**config.mk**
```make
export PLATFORM = sky130hd
export DESIGN_NAME = tc_pixel_unpack
export DESIGN_NICKNAME = d
export VERILOG_FILES = /design/src/rtl/tc_pkg.sv /design/src/rtl/tc_field_unpack.sv /design/src/rtl/tc_overlay_gate.sv /design/src/rtl/tc_pixel_unpack.sv
export SDC_FILE = /design/constraint.sdc
export NUM_CORES = 1
export LEC_CHECK = 0
export ABC_AREA = 0
export ABC_CLOCK_PERIOD_IN_PS = 2880
export BUFFER_PORTS_ARGS = -buffer_cell sky130_fd_sc_hd__buf_2
export CORE_AREA = 3 3 106 108
export DETAILED_ROUTE_END_ITERATION = 7
export DIE_AREA = 0 0 109 111
export SETUP_SLACK_MARGIN = 0.1
export SLEW_MARGIN = 15
export SYNTH_ARGS = -nofsm -noshare
export SYNTH_HDL_FRONTEND = slang
export SYNTH_SLANG_ARGS = --single-unit
```
**constraint.sdc**
```tcl
create_clock -name clk -period 2.88 [get_ports clk]
set_input_delay 0.144 -clock clk [delete_from_list [all_inputs] [get_ports clk]]
set_output_delay 0.144 -clock clk [all_outputs]
set_load 0.01 [all_outputs]
```
**src/rtl/tc_pkg.sv**
```systemverilog
package tc_pkg;
    localparam int CW     = 8;
    localparam int WORD_W = 4 * CW;
    localparam int HALF_W = WORD_W / 2;
    localparam int PAGE_W = CW - 1;
    localparam int NBYTES = WORD_W / CW;

    typedef enum logic [1:0] {
        FMT_555   = 2'd0,
        FMT_565   = 2'd1,
        FMT_24REV = 2'd2,
        FMT_24STD = 2'd3
    } tc_fmt_e;

    typedef enum logic {
        S_IDLE = 1'b0,
        S_HOLD = 1'b1
    } tc_state_e;

    typedef struct packed {
        logic [CW-1:0] r;
        logic [CW-1:0] g;
        logic [CW-1:0] b;
        logic [CW-1:0] ovl;
    } tc_pix_t;
endpackage

```
**src/rtl/tc_field_unpack.sv**
```systemverilog
module tc_field_unpack
    import tc_pkg::*;
(
    input  tc_fmt_e             fmt,
    input  logic                big_end,
    input  logic [WORD_W-1:0]   word,
    input  logic [HALF_W-1:0]   half,
    input  logic [PAGE_W-1:0]   page,
    output tc_pix_t             pix
);
    logic [WORD_W-1:0] swapped;
    logic [WORD_W-1:0] wsel;

    // byte reversal for big-endian 24-bit words
    for (genvar bi = 0; bi < NBYTES; bi++) begin : g_swap
        assign swapped[bi*CW +: CW] = word[(NBYTES-1-bi)*CW +: CW];
    end

    assign wsel = big_end ? swapped : word;

    always_comb begin
        pix = '0;
        unique case (fmt)
            FMT_555: begin
                pix.r   = {half[14:10], 3'b000};
                pix.g   = {half[9:5],   3'b000};
                pix.b   = {half[4:0],   3'b000};
                pix.ovl = {page, half[15]};
            end
            FMT_565: begin
                pix.r   = {half[15:11], 3'b000};
                pix.g   = {half[10:5],  2'b00};
                pix.b   = {half[4:0],   3'b000};
                pix.ovl = '0;
            end
            FMT_24STD: begin
                pix.ovl = wsel[31:24];
                pix.r   = wsel[23:16];
                pix.g   = wsel[15:8];
                pix.b   = wsel[7:0];
            end
            FMT_24REV: begin
                pix.b   = wsel[31:24];
                pix.g   = wsel[23:16];
                pix.r   = wsel[15:8];
                pix.ovl = wsel[7:0];
            end
            default: pix = '0;
        endcase
    end
endmodule

```
**src/rtl/tc_overlay_gate.sv**
```systemverilog
module tc_overlay_gate
    import tc_pkg::*;
(
    input  tc_pix_t         pix,
    input  logic [CW-1:0]   rmask,
    output logic [CW-1:0]   r_o,
    output logic [CW-1:0]   g_o,
    output logic [CW-1:0]   b_o,
    output logic            sel_o,
    output logic [CW-1:0]   idx_o
);
    logic [CW-1:0] masked;

    assign masked = pix.ovl & rmask;

    always_comb begin
        sel_o = |masked;
        if (sel_o) begin
            r_o   = '0;
            g_o   = '0;
            b_o   = '0;
            idx_o = masked;
        end else begin
            r_o   = pix.r;
            g_o   = pix.g;
            b_o   = pix.b;
            idx_o = '0;
        end
    end
endmodule

```
**src/rtl/tc_pixel_unpack.sv**
```systemverilog
module tc_pixel_unpack
    import tc_pkg::*;
(
    input  logic                clk,
    input  logic                rst_n,
    input  logic                in_valid,
    input  logic [WORD_W-1:0]   in_word,
    input  logic [1:0]          fmt,
    input  logic                big_end,
    input  logic                sel8,
    input  logic [PAGE_W-1:0]   page,
    input  logic [CW-1:0]       rmask,
    output logic                out_valid,
    output logic [CW-1:0]       red,
    output logic [CW-1:0]       green,
    output logic [CW-1:0]       blue,
    output logic                pal_sel,
    output logic [CW-1:0]       pal_idx,
    output logic                pal_wide
);
    tc_state_e          state_q, state_d;
    logic [HALF_W-1:0]  hold_half_q;
    tc_fmt_e            hold_fmt_q;
    logic [PAGE_W-1:0]  hold_page_q;
    logic [CW-1:0]      hold_mask_q;
    logic               hold_s8_q;
    logic               short_q;

    tc_fmt_e            fmt_in;
    logic               pair_in;
    logic               take;
    logic [HALF_W-1:0]  src_half;
    tc_fmt_e            src_fmt;
    logic               src_big;
    logic [PAGE_W-1:0]  src_page;
    logic [CW-1:0]      src_mask;
    logic               src_s8;

    tc_pix_t            pix;
    logic [CW-1:0]      r_w, g_w, b_w, idx_w;
    logic               sel_w;

    assign fmt_in  = tc_fmt_e'(fmt);
    assign pair_in = ~fmt[1];

    // state register
    always_ff @(posedge clk or negedge rst_n) begin
        if (!rst_n) state_q <= S_IDLE;
        else        state_q <= state_d;
    end

    // next state
    always_comb begin
        state_d = state_q;
        unique case (state_q)
            S_IDLE: if (in_valid && pair_in) state_d = S_HOLD;
            S_HOLD: state_d = S_IDLE;
            default: state_d = S_IDLE;
        endcase
    end

    // source selection for the pixel processed this cycle
    always_comb begin
        unique case (state_q)
            S_HOLD: begin
                take     = 1'b1;
                src_half = hold_half_q;
                src_fmt  = hold_fmt_q;
                src_big  = 1'b0;
                src_page = hold_page_q;
                src_mask = hold_mask_q;
                src_s8   = hold_s8_q;
            end
            default: begin
                take     = in_valid;
                src_half = big_end ? in_word[WORD_W-1:HALF_W] : in_word[HALF_W-1:0];
                src_fmt  = fmt_in;
                src_big  = big_end;
                src_page = page;
                src_mask = rmask;
                src_s8   = sel8;
            end
        endcase
    end

    // second-half context captured on acceptance of a pair
    always_ff @(posedge clk or negedge rst_n) begin
        if (!rst_n) begin
            hold_half_q <= '0;
            hold_fmt_q  <= FMT_555;
            hold_page_q <= '0;
            hold_mask_q <= '0;
            hold_s8_q   <= 1'b0;
        end else if (state_q == S_IDLE && in_valid && pair_in) begin
            hold_half_q <= big_end ? in_word[HALF_W-1:0] : in_word[WORD_W-1:HALF_W];
            hold_fmt_q  <= fmt_in;
            hold_page_q <= page;
            hold_mask_q <= rmask;
            hold_s8_q   <= sel8;
        end
    end

    tc_field_unpack u_unpack (
        .fmt     (src_fmt),
        .big_end (src_big),
        .word    (in_word),
        .half    (src_half),
        .page    (src_page),
        .pix     (pix)
    );

    tc_overlay_gate u_gate (
        .pix   (pix),
        .rmask (src_mask),
        .r_o   (r_w),
        .g_o   (g_w),
        .b_o   (b_w),
        .sel_o (sel_w),
        .idx_o (idx_w)
    );

    // output register
    always_ff @(posedge clk or negedge rst_n) begin
        if (!rst_n) begin
            out_valid <= 1'b0;
            red       <= '0;
            green     <= '0;
            blue      <= '0;
            pal_sel   <= 1'b0;
            pal_idx   <= '0;
            pal_wide  <= 1'b0;
            short_q   <= 1'b0;
        end else begin
            out_valid <= take;
            if (take) begin
                red      <= r_w;
                green    <= g_w;
                blue     <= b_w;
                pal_sel  <= sel_w;
                pal_idx  <= idx_w;
                pal_wide <= src_s8;
                short_q  <= ~src_fmt[1];
            end
        end
    end

    // a pair word yields two consecutive output beats
    assert_pair_two_beats_R7: assert property (@(posedge clk) disable iff (!rst_n)
        (state_q == S_IDLE && in_valid && pair_in) |=> out_valid ##1 out_valid);

    // no input in idle means no output next cycle
    assert_no_spurious_valid_R9: assert property (@(posedge clk) disable iff (!rst_n)
        (state_q == S_IDLE && !in_valid) |=> !out_valid);

    // palette path blanks colours
    assert_pal_blanks_rgb_R5: assert property (@(posedge clk) disable iff (!rst_n)
        (out_valid && pal_sel) |-> (red == '0 && green == '0 && blue == '0 && pal_idx != '0));

    // true-color path carries a zero index
    assert_tc_zero_idx_R5: assert property (@(posedge clk) disable iff (!rst_n)
        (out_valid && !pal_sel) |-> (pal_idx == '0));

    // short fields carry cleared low bits
    assert_zero_fill_R2: assert property (@(posedge clk) disable iff (!rst_n)
        (out_valid && short_q && !pal_sel) |-> (red[2:0] == 3'b000 && blue[2:0] == 3'b000 && green[1:0] == 2'b00));

    // hold state lasts exactly one cycle
    assert_hold_one_cycle_R9: assert property (@(posedge clk) disable iff (!rst_n)
        (state_q == S_HOLD) |=> (state_q == S_IDLE));
endmodule

```
==> impl_metrics.yaml <==
min_path:
  hp-class: "primary input to flip-flop"
grt:
  groute.usage.overall_pct: 19.8
  antenna_found_initial: 0
  grt_max_degree: 52
  grt.overflow.total: 0
  grt_pass1_wl_um: 18700
  grt_pass1_vias: 3424
sta:
  worst_slack_ns: 0.391
  max_freq_ghz: 0.402
  fin_skew_ns: 0.0100
  period_share_pct: 86.4
  tightest_slew_ns: 0.912
  layout_min_cycle_time_ns: 2.49
  slew_viol_final: 0
  final_hold_viol_count: 0
  rsz0062_at_grt: "false"
  final-setup-viol-count: 0
  fin_tns_setup_ns: 0
  relSlewSlack_pct: 39.2
yosys:
  avgSynthCellArea_um2: 10.7
  synthTopCellsByCount: "dfrtp_1, mux2i_1, nor2_1"
  ys_ff_latch: 70
  yosys-top-cells-area: "dfrtp_1, mux2i_1, mux2_2"
  ys_types: 43
  synth-main-ff-cell: "dfrtp_1"
  synth-seq-area-share_pct: 42.9
  synth_top_cell_by_area: "dfrtp_1"
  synth_nets: 435
  async_flop_share_pct: 100
  yosysTopAreaCellShare_pct: 42.9
  syn_area_um2: 4080
  syn_inst: 381
  synth_edf_count: 0
  yosysWarnings: 0
  synth_most_common_cell: "dfrtp_1"
route:
  drc: 0
  vias: 3444
  post_drt_wl_per_cell_um: 19.4
  routed_wl_um: 11600
  drt-vias-per-instance: 5.75
  dr.first_iter.drc_count: 207
  drt_pre_antenna_iters: 5
  ant_nets: 0
die:
  num_rows: 37
  die_height_um: 111
  die_w_um: 109
  core_area_um2: 10300
  ioPinCount: 89
  initial_core_util_pct: 39.6
  fp.dieArea_um2: 12100
critical_path:
  path_cells: "nand2b_1 > o31ai_4 > mux2_2 > a221oi_2 > and4_1 > buf_4 > a32o_1"
  critPathArrivalTime_ns: 2.77
  slowest_stage: "dfrtp_2"
  rr_endpoint: "red[1]$_DFFE_PN0P_"
  rrSetupSlack_ns: 0.39
  r2r_start: "state_q$_DFF_PN0_"
  crit_fanout: 36
  setup.worst_path.start: "state_q$_DFF_PN0_"
  critical_path_class: "flip-flop to flip-flop"
  crit_required_ns: 3.17
  worstRegToRegCells: 7
  critical_path.max_stage_delay_ns: 0.74
  cp-endpoint: "red[1]$_DFFE_PN0P_"
  end_kind: "flip-flop"
  critPathLaunchType: "flip-flop"
clock_network:
  cts_buffers: 9
  htree_levels: 3
  clock_sinks: 70
  ctsRootBufferMaster: "clkbuf_8"
  cts_resized: 0
  clkLatencyLatePin_ns: 0.35
  cts_tree: "yes"
  clock_path_buffers: 2
  clkTransAtPathRegs_ns: 0.08
placement:
  dp_slack_ns: 0.402
  place.gp.congestion: 0.832
  portBuffers: 88
  dpl.hpwl_um: 8430
  place_area_um2: 4620
cells_and_area:
  final_layout_size_suffix_gt1_share_pct: 33.5
  nNetsFinal: 512
  synthToLayoutAreaGrowth_pct: 18.8
  diodes: 0
  fill_cells: 978
  final_area_um2: 4850
power_and_ir_drop:
  ir_drop_mv: 0.236
  power_density_nw_per_um2: 575
  p_leak_uw: 0.00231
job:
  cap_violations: 0
status:
  status: "completed"
-- flip-flops by register name, summed over array words and instances (netlist names), 2 cells and up --
register / count
hold_half_q: 16
blue: 8
green: 8
hold_mask_q: 8
pal_idx: 8
red: 8
hold_page_q: 7
hold_fmt_q: 2
-- layout by cell type (no fill, tap or decap), types with 8 or more instances in the layout --
master     n
a32o_1     8
a222oi_1  10
mux2_2    32
mux2i_1   50
a21oi_1   35
buf_2     88
a22o_1    18
nor2_1    38
o21ai_0    9
buf_4     11
dfrtp_1   69
clkbuf_8  10
-- stage by stage --
step / hold WS [ns] / std cells / power [µW] / util, %
2_1_floorplan: -0.152 / 381 / 1650 / -
3_3_place_gp: 0.144 / 582 / 1900 / 44.7
3_5_place_dp: 0.146 / 582 / 1910 / 44.7
4_1_cts: 0.0301 / 599 / 2820 / 47.0
5_1_grt: 0.0384 / 599 / 2960 / 47.0
6_report: 0.0441 / 599 / 2790 / 47.0
-- logic make-up (layout without fill, tap and decap cells) --
group | count (synthesis) | in the layout | share of synthesized area, %
muxes | 82 | 82 | 21.1
buffers and inverters | 36 | 118 | 4.29
DFF | 70 | 70 | 42.9
and+or+nand+nor | 71 | 71 | 8.61
AOI/OAI and AO/OA | 122 | 122 | 23.1
-- layer usage --
layer	track usage (%)	vias to the layer above	wire, µm
met5	0	-	0
met2	30.9	117	5590
li1	-	1631	-
met4	4.80	0	102
met3	4.14	10	748
met1	27.9	1686	5170
-- power breakdown --
| group | switching [µW] | total [µW] | internal, µW |
|---|---|---|---|
| Sequential | 95.3 | 1220 | 1120 |
| Clock | 389 | 903 | 514 |
| Combinational | 362 | 668 | 306 |
-- worst max-delay path: cells and delay by family, from the launching register on --
family | cells | cell delay (ns)
and+or+nand+nor | 2 | 0.46
AOI/OAI and AO/OA | 3 | 0.57
muxes | 1 | 0.39
buffers and inverters | 1 | 0.26
DFF | 1 | 0.74
-- timing repair --
action	in CTS	in global routing
endpoints found under the hold margin	18	0
hold buffers	1	0
setup buffers	0	0
-- layout make-up --
| cell class | instances | area (µm²) | share of cell area (%) |
|---|---|---|---|
| multi-input cells | 275 | 2160 | 44.6 |
| flip-flops and latches | 70 | 1750 | 36.1 |
| repair buffers | 100 | 533 | 11.0 |
| well taps | 136 | 170 | 3.51 |
| clock buffers | 11 | 141 | 2.91 |
| clock inverters | 5 | 81.3 | 1.68 |
| inverters | 2 | 7.51 | 0.155 |
-- worst min path at each step --
stage	from	endpoint	slack, ns	depth (start not counted)
global route	rmask[3]	hold_mask_q[3]$_DFFE_PN0P_	0.04	2
floorplan	rst_n	blue[0]$_DFFE_PN0P_	-0.15	0
finish	rmask[5]	hold_mask_q[5]$_DFFE_PN0P_	0.04	2
global placement	rst_n	hold_half_q[5]$_DFFE_PN0P_	0.14	1
detailed placement	rst_n	hold_half_q[5]$_DFFE_PN0P_	0.15	1
CTS	page[6]	hold_page_q[6]$_DFFE_PN0P_	0.03	2
(Power assumes the default switching activity.)
